## src/rtl/lpw_pkg.sv

```systemverilog
package lpw_pkg;

    typedef enum logic [1:0] {
        REQ_NONE  = 2'b00,
        REQ_SLEEP = 2'b01,
        REQ_DEEP  = 2'b10,
        REQ_OFF   = 2'b11
    } lp_req_e;

    typedef enum logic [2:0] {
        ST_RUN   = 3'd0,
        ST_SLEEP = 3'd1,
        ST_DEEP  = 3'd2,
        ST_OFF   = 3'd3,
        ST_PWRUP = 3'd4
    } lp_state_e;

    typedef enum logic [2:0] {
        WC_NONE    = 3'd0,
        WC_IRQ     = 3'd1,
        WC_RESET   = 3'd2,
        WC_PIN     = 3'd3,
        WC_RTC     = 3'd4,
        WC_WAKEPIN = 3'd5
    } wake_cause_e;

endpackage

```

## src/rtl/lpw_sync.sv

```systemverilog
module lpw_sync #(
    parameter int   STAGES  = 2,
    parameter logic RST_VAL = 1'b0
) (
    input  logic clk,
    input  logic rst_n,
    input  logic d,
    output logic q
);

    logic [STAGES-1:0] chain_q;

    for (genvar i = 0; i < STAGES; i++) begin : g_stage
        if (i == 0) begin : g_first
            always_ff @(posedge clk or negedge rst_n) begin
                if (!rst_n) chain_q[i] <= RST_VAL;
                else        chain_q[i] <= d;
            end
        end else begin : g_next
            always_ff @(posedge clk or negedge rst_n) begin
                if (!rst_n) chain_q[i] <= RST_VAL;
                else        chain_q[i] <= chain_q[i-1];
            end
        end
    end

    assign q = chain_q[STAGES-1];

endmodule

```

## src/rtl/lpw_wake_eval.sv

```systemverilog
module lpw_wake_eval
    import lpw_pkg::*;
#(
    parameter int NPINS = 12
) (
    input  lp_state_e        state,
    input  logic             irq_pending,
    input  logic             rst_req,
    input  logic [NPINS-1:0] gpio_wake,
    input  logic [NPINS-1:0] gpio_wake_en,
    input  logic             rtc_match,
    input  logic             wakepin_act,
    output logic             wake,
    output wake_cause_e      cause
);

    logic pin_hit;
    assign pin_hit = |(gpio_wake & gpio_wake_en);

    always_comb begin
        wake  = 1'b0;
        cause = WC_NONE;
        unique case (state)
            ST_SLEEP: begin
                if (rst_req) begin
                    wake  = 1'b1;
                    cause = WC_RESET;
                end else if (irq_pending) begin
                    wake  = 1'b1;
                    cause = WC_IRQ;
                end
            end
            ST_DEEP: begin
                if (rtc_match) begin
                    wake  = 1'b1;
                    cause = WC_RTC;
                end else if (pin_hit) begin
                    wake  = 1'b1;
                    cause = WC_PIN;
                end
            end
            ST_OFF: begin
                if (wakepin_act) begin
                    wake  = 1'b1;
                    cause = WC_WAKEPIN;
                end else if (rtc_match) begin
                    wake  = 1'b1;
                    cause = WC_RTC;
                end
            end
            ST_RUN, ST_PWRUP: begin
                wake  = 1'b0;
                cause = WC_NONE;
            end
            default: begin
                wake  = 1'b0;
                cause = WC_NONE;
            end
        endcase
    end

endmodule

```

## src/rtl/lpw_ctrl.sv

```systemverilog
module lpw_ctrl
    import lpw_pkg::*;
#(
    parameter int NPINS       = 12,
    parameter int SYNC_STAGES = 2
) (
    input  logic             clk,
    input  logic             rst_n,
    input  logic [1:0]       lp_mode,
    input  logic             wfi_strobe,
    input  logic             irq_pending,
    input  logic             rst_req,
    input  logic [NPINS-1:0] gpio_wake,
    input  logic [NPINS-1:0] gpio_wake_en,
    input  logic             keep_wdt,
    input  logic             keep_bod,
    input  logic             rtc_match,
    input  logic             wake_n,
    output logic             core_clk_en,
    output logic             analog_en,
    output logic             wdt_osc_en,
    output logic             bod_en,
    output logic             main_pwr_en,
    output logic             irc_force,
    output logic [2:0]       wake_cause
);

    lp_state_e   state_q, state_d;
    wake_cause_e cause_q, cause_w;
    logic        wake_w, wakepin_act, entering;
    logic        keep_wdt_q, keep_bod_q, irc_q;

    lpw_sync #(.STAGES(SYNC_STAGES), .RST_VAL(1'b0)) u_wk_sync (
        .clk   (clk),
        .rst_n (rst_n),
        .d     (~wake_n),
        .q     (wakepin_act)
    );

    lpw_wake_eval #(.NPINS(NPINS)) u_eval (
        .state        (state_q),
        .irq_pending  (irq_pending),
        .rst_req      (rst_req),
        .gpio_wake    (gpio_wake),
        .gpio_wake_en (gpio_wake_en),
        .rtc_match    (rtc_match),
        .wakepin_act  (wakepin_act),
        .wake         (wake_w),
        .cause        (cause_w)
    );

    always_comb begin
        state_d = state_q;
        unique case (state_q)
            ST_RUN: begin
                if (wfi_strobe) begin
                    unique case (lp_req_e'(lp_mode))
                        REQ_SLEEP: state_d = ST_SLEEP;
                        REQ_DEEP:  state_d = ST_DEEP;
                        REQ_OFF:   state_d = ST_OFF;
                        REQ_NONE:  state_d = ST_RUN;
                        default:   state_d = ST_RUN;
                    endcase
                end
            end
            ST_SLEEP, ST_DEEP: if (wake_w) state_d = ST_RUN;
            ST_OFF:            if (wake_w) state_d = ST_PWRUP;
            ST_PWRUP:          state_d = ST_RUN;
            default:           state_d = ST_RUN;
        endcase
    end

    assign entering = (state_q == ST_RUN) && (state_d != ST_RUN);

    always_ff @(posedge clk or negedge rst_n) begin
        if (!rst_n) begin
            state_q    <= ST_RUN;
            cause_q    <= WC_NONE;
            irc_q      <= 1'b1;
            keep_wdt_q <= 1'b0;
            keep_bod_q <= 1'b0;
        end else begin
            state_q <= state_d;
            if (entering) begin
                cause_q    <= WC_NONE;
                irc_q      <= 1'b0;
                keep_wdt_q <= keep_wdt;
                keep_bod_q <= keep_bod;
            end else if (wake_w) begin
                cause_q <= cause_w;
                if (state_q == ST_OFF) irc_q <= 1'b1;
            end
        end
    end

    always_comb begin
        core_clk_en = 1'b1;
        analog_en   = 1'b1;
        wdt_osc_en  = 1'b1;
        bod_en      = 1'b1;
        main_pwr_en = 1'b1;
        unique case (state_q)
            ST_RUN: ;
            ST_SLEEP: core_clk_en = 1'b0;
            ST_DEEP: begin
                core_clk_en = 1'b0;
                analog_en   = 1'b0;
                wdt_osc_en  = keep_wdt_q;
                bod_en      = keep_bod_q;
            end
            ST_OFF: begin
                core_clk_en = 1'b0;
                analog_en   = 1'b0;
                wdt_osc_en  = 1'b0;
                bod_en      = 1'b0;
                main_pwr_en = 1'b0;
            end
            ST_PWRUP: core_clk_en = 1'b0;
            default: ;
        endcase
    end

    assign irc_force  = irc_q;
    assign wake_cause = cause_q;

endmodule

```

## config.mk

```make
export PLATFORM = sky130hd
export DESIGN_NAME = lpw_ctrl
export DESIGN_NICKNAME = d
export VERILOG_FILES = /design/src/rtl/lpw_pkg.sv /design/src/rtl/lpw_sync.sv /design/src/rtl/lpw_wake_eval.sv /design/src/rtl/lpw_ctrl.sv
export SDC_FILE = /design/constraint.sdc
export NUM_CORES = 1
export LEC_CHECK = 0
export ABC_AREA = 1
export BUFFER_PORTS_ARGS = -buffer_cell sky130_fd_sc_hd__buf_4
export CAP_MARGIN = 10
export CORE_MARGIN = 2
export CORE_UTILIZATION = 42
export DETAILED_ROUTE_END_ITERATION = 12
export PLACE_DENSITY = 0.78
export SLEW_MARGIN = 20
export SYNTH_ARGS = -nofsm -noshare
export SYNTH_HDL_FRONTEND = slang
export SYNTH_SLANG_ARGS = --single-unit
```

## constraint.sdc

```tcl
create_clock -name clk -period 1.82 [get_ports clk]
set_clock_uncertainty 0.15 [all_clocks]
set_input_delay 0.364 -clock clk [delete_from_list [all_inputs] [get_ports clk]]
set_output_delay 0.364 -clock clk [all_outputs]
set_load 0.005 [all_outputs]
```

## Yosys cells after proc, flatten, opt, wreduce, memory -nomap -nowiden

Cells that the tools add are included.

- Register bits after elaboration: 11
- Input port bits: 35
- Output and inout bits: 9
- Logic and storage cells: 56

- Equal/unequal tests: 7
- Mux-type cells: 29
- Bitwise operators: 2
- Reduce and logical (&&, ||, !) cells: 11

Operator list:

| operator | number |
|---|---|
| $mux 3 | 9 |
| $pmux 3 s3 | 2 |
| $mux 1 | 13 |
| $and 12x12->12 | 1 |
| $pmux 3 s4 | 1 |
| $reduce_or 12->1 | 1 |
| $eq 3x2->1 const B | 2 |
| $eq 2x2->1 const B | 2 |
| $pmux 1 s2 | 2 |
| $reduce_bool 2->1 | 2 |
| $reduce_or 2->1 | 2 |
| $reduce_or 4->1 | 1 |
| $eq 3x1->1 const B | 1 |
| $eq 3x3->1 const B | 1 |
| $logic_not 3->1 | 1 |
| $pmux 1 s3 | 1 |
| $reduce_bool 3->1 | 1 |
| $eq 2x1->1 const B | 1 |
| $logic_not 2->1 | 1 |
| $mux 2 | 1 |
| $reduce_and 2->1 | 1 |
| $logic_and 1x1->1 | 1 |
| $not 1->1 | 1 |

## Depth between registers and ports, before layout

- Depth in word-level cells: 11
- Gate-level depth with buffers: 10
- Gate-level depth less buffers: 10

## Modules after synthesis

A second synthesis with hierarchy kept.

- Cells, all modules: 104
- Area, all modules: 706.9 sq um

By module, submodules not included:

| module | instances | cells an instance | area an instance (sq um) | sequential area each (sq um) |
|---|---|---|---|---|
| lpw_ctrl | 1 | 59 | 484.2 | 226.5 |
| lpw_wake_eval | 1 | 43 | 172.7 | 0.0 |
| lpw_sync | 1 | 2 | 50.0 | 50.0 |

## Worst setup path before layout

Ideal clock, no wire load.

- Kind: register to register
- From: register state_q[2]
- To: register cause_q[1] (netlist: wake_cause[1])
- Library setup time: 0.121 ns
- Arrival: 1.295 ns
- Data required time: 1.549 ns
- Setup slack: 0.254 ns
- Stages on the path, launching flop included: 9
- Path buffers: 0
- Clock period less this slack: 1.566 ns
- Path through: dfrtp_1 > nor3_4 > nand3_1 > nand2_2 > nor2_4 > nand3_4 > nand2_4 > inv_4 > nor2_2

- Longest elaborated chain between the ends: 7
- Elaborated cells on any way between the ends: 16
- Classes of those cells: eq/ne: 3; mux: 8; reduce/logical: 5

RTL lines:

| item | line | text |
|---|---|---|
| from (decl) | lpw_ctrl.sv:28 | `lp_state_e state_q, state_d;` |
| from (signal assigned) | lpw_ctrl.sv:83 | `state_q <= state_d;` |
| $eq 3x2->1 or $eq 3x1->1 (tied branches) | lpw_wake_eval.sv:23, lpw_ctrl.sv:54 |  |
| $pmux 1 s3 | lpw_wake_eval.sv:23 | `unique case (state)` |
| $mux 3 (on tied branches) | lpw_ctrl.sv:67, lpw_ctrl.sv:66 |  |
| $pmux 3 s3 * | lpw_ctrl.sv:54 | `unique case (state_q)` |
| named net state_d[0] | lpw_ctrl.sv:28 |  |
| $reduce_bool 3->1 * | lpw_ctrl.sv:73 | `assign entering = (state_q == ST_RUN) && (state_d != ST_RUN);` |
| $logic_and 1x1->1 * | lpw_ctrl.sv:73 |  |
| $mux 3 or $reduce_bool 2->1 (tied branches) | -- |  |
| to (signal assigned) | lpw_ctrl.sv:90 | `cause_q <= cause_w;` |
| to (decl) | lpw_ctrl.sv:29 | `wake_cause_e cause_q, cause_w;` |

Mark *: on every way through the listed nets, which the timed path passes. The rest lies on a longest branch. The select of a mux whose other input is x is not followed.
A chain may end at the register's enable or synchronous reset.

## Worst setup path in the final report

- From: register state_q[1]
- To: output core_clk_en

- Longest elaborated chain between the ends: 3
- Elaborated cells on any way between the ends: 6
- Classes of those cells: eq/ne: 4; mux: 1; reduce/logical: 1

RTL lines:

| item | line | text |
|---|---|---|
| $eq 3x2->1 (tied with other cells) | lpw_ctrl.sv:102 | `unique case (state_q)` |
| $reduce_or 4->1 (no source line) * | -- |  |
| $mux 1 * | lpw_ctrl.sv:102 |  |
| to (decl) | lpw_ctrl.sv:19 | `output logic core_clk_en,` |

Mark *: on every way between the ends. The rest lies on a longest branch, timed or not.

==> flow_metrics.tcl <==
set metrics [dict create \
    syn_area_per_cell_um2 7.99 \
    track_usage_pct 18.4 \
    ios 44 \
    synth_warnings 0 \
    drtPass1Iterations 4 \
    drcViolationCount 0 \
    clock.fmax_mhz 572 \
    critPathSlowestCell "dfrtp_2" \
    intPower_uw 837 \
    yosysSeqAreaShare_pct 36.8 \
    slowest_delay_ps 460 \
    ys_seq_elements 11 \
    overflow 0 \
    required_ps 1310 \
    synth_nets 129 \
    setup_tns_ps 0 \
    hold_ws_ps 84.2 \
    synthToLayoutAreaGrowth_pct 52.8 \
    wl_met3_um 103 \
    drive_gt1_share_pct 51.4 \
    routed_wirelength_um 1830 \
    synth_top_area_share_pct 33.3 \
    port_buffers 43 \
    p_sw_share_pct 42.6 \
    clockRootBuffer "clkbuf_4" \
    synthTopCellsByArea "dfrtp_1 (33%), nand2_1 (15%), nand3_1 (6.7%), nor2_2 (4.2%), nor2_1 (4.0%)" \
    path_class "register to primary output" \
    final_area_um2 1150 \
    critPathTopFamily "flip-flops" \
    die_area_um2 2140 \
    fp.dieH_um 46.3 \
    yosysTopAreaCell "dfrtp_1" \
    core_area_um2 1710 \
    numCtsBuffers 3 \
    place_area_um2 1090 \
    maxSlewViolCount 0 \
    clock_path_buffers 2 \
    ant_nets 0 \
    pwr-share-seq_pct 27.9 \
    via_per_inst 4.56 \
    die_width_um 46.3 \
    max-cap-violations 0 \
    grt_pass1_vias 697 \
    wl_met1_um 731 \
    globalplace.congestion 0.784 \
    min_path_type "primary input to register" \
    timing.final.crit_share_pct 96.1 \
    wl_met2_um 926 \
    cts_tree "done" \
    p_clk_share_pct 11.4 \
    powerDensity_nw_per_um2 1270 \
    diodes 0 \
    clkTransAtPathRegs_ps 80 \
    setup.worst_path.end_class "primary output" \
    finalNetCount 180 \
    combPwrFrac_pct 60.7 \
    crit_chain "inv_2, nor2_8, nor3_1, buf_4" \
    cts.sinks 11 \
    final_common_cell "buf_4" \
    vdd_drop_max_uv 893 \
    grt_max_degree 12 \
    wire_per_inst_um 10.9 \
    syn-cell-area_um2 751 \
    vias 771 \
    worstSkewPairLatency_ps 270 \
    critPathBufInv 2 \
    worstPathArrival_ps 1230 \
    min_period_ps 1750 \
    start_util_pct 44.0 \
    h-tree-depth 1 \
    status "complete, no violations" \
    drtIter0Drc 10 \
    syn_inst 94 \
    worst_pin_slew_ps 218 \
    dp_hpwl_um 1500 \
    yosysUniqueCellTypes 23 \
    rows 15 \
    rsz0062_at_grt "false" \
    start_kind "register" \
    antenna_found_initial 0 \
    worstPathMaxFanout 7 \
    setup_viol 0 \
    grt_pass1_wl_um 2680 \
    hold_viol 0 \
    slew_headroom_pct 85.4 \
    highest_layer "met4" \
    final_cell_mix "buf_4 (46), nand2_1 (30), nand3_1 (10)" \
    power_leakage_uw 0.000630 \
    p_switching_uw 620 \
]
[cell type report]
| cell class | count | area, µm² |
|---|---|---|
| fillers | 138 | 561 |
| clock buffers | 4 | 26.3 |
| well taps | 25 | 31.3 |
| flip-flops and latches | 11 | 280 |
| inverters | 10 | 40.0 |
| multi-input cells | 72 | 414 |
| repair buffers | 47 | 355 |
[cell usage after synthesis]
master   number
a31oi_1       1
and3_1        1
and3_4        1
buf_12        1
dfrtp_1      10
dfstp_2       1
inv_1         7
inv_2         2
inv_4         1
nand2_1      30
nand2_2       2
nand2_4       2
nand3_1      10
nand3_2       2
nand3_4       1
nand4_1       2
nand4_2       1
nor2_1        8
nor2_2        5
nor2_4        2
nor2_8        1
nor3_1        2
nor3_4        1
[what timing repair did]
| action | 4_1_cts | 5_1_grt |
|---|---|---|
| resized for setup | 1 | 2 |
| gates cloned | 0 | 0 |
| setup buffers | 2 | 0 |
| endpoints found under the setup margin | 2 | 2 |
| endpoints found under the hold margin | 11 | 0 |
| hold buffers | 1 | 0 |
[worst reg2reg max path, cell delays in order (launching register included)]
cell	delay, ps
dfrtp_2	480
nor2_1	220
nand3_2	120
and3_4	180
and3_1	160
nor2_1	150
nor2_2	50
[kinds of logic after synthesis]
logic type,after synthesis,synth area share (%)
compound gates,1,0.834
buf+inv,11,8.00
flops,11,36.8
simple gates,71,54.3
[state kept, by name, indices dropped and copies added (netlist names)]
name and count:
irc_force 1, state_q 3, u_wk_sync.chain_q 1, keep_bod_q 1, u_wk_sync.q 1, keep_wdt_q 1, wake_cause 3
[per-layer routing]
layer | up-vias | track usage, %
li1 | 400 | -
met1 | 337 | 18.2
met2 | 26 | 33.1
met3 | 8 | 5.10
met4 | 0 | 12.0
met5 | - | 0
[metrics by stage]
step | std cells | total power [µW] | util [%] | worst slack (ps)
floorplan | 94 | 1000 | - | 254
global placement | 162 | 1240 | 64.0 | 145
detailed placement | 162 | 1260 | 64.0 | 131
CTS | 169 | 1470 | 67.0 | 20.9
global route | 169 | 1570 | 67.2 | 14.3
finish | 169 | 1460 | 67.2 | 71.7
[power groups by stage]
stage	registers [µW]	logic, µW	clock network (µW)
finish	406	884	166
global route	415	980	177
CTS	405	895	167
detailed placement	434	830	0
global placement	430	812	0
floorplan	397	607	0
[worst paths after layout]
kind,from,endpoint,slack [ps],cells past startpoint
worst min-delay path,wake_n,u_wk_sync.chain_q[0]$_DFF_PN0_,80,2
max in group asynchronous,rst_n,irc_force$_DFFE_PN1P_,930,2
min in group asynchronous,rst_n,state_q[2]$_DFF_PN0_,350,2
worst max-delay path,state_q[1]$_DFF_PN0_,core_clk_en,70,4
worst min register to register,u_wk_sync.chain_q[0]$_DFF_PN0_,u_wk_sync.q$_DFF_PN0_,210,0
worst max register to register,state_q[2]$_DFF_PN0_,wake_cause[0]$_DFFE_PN0P_,190,6
(Power assumes the default switching activity.)
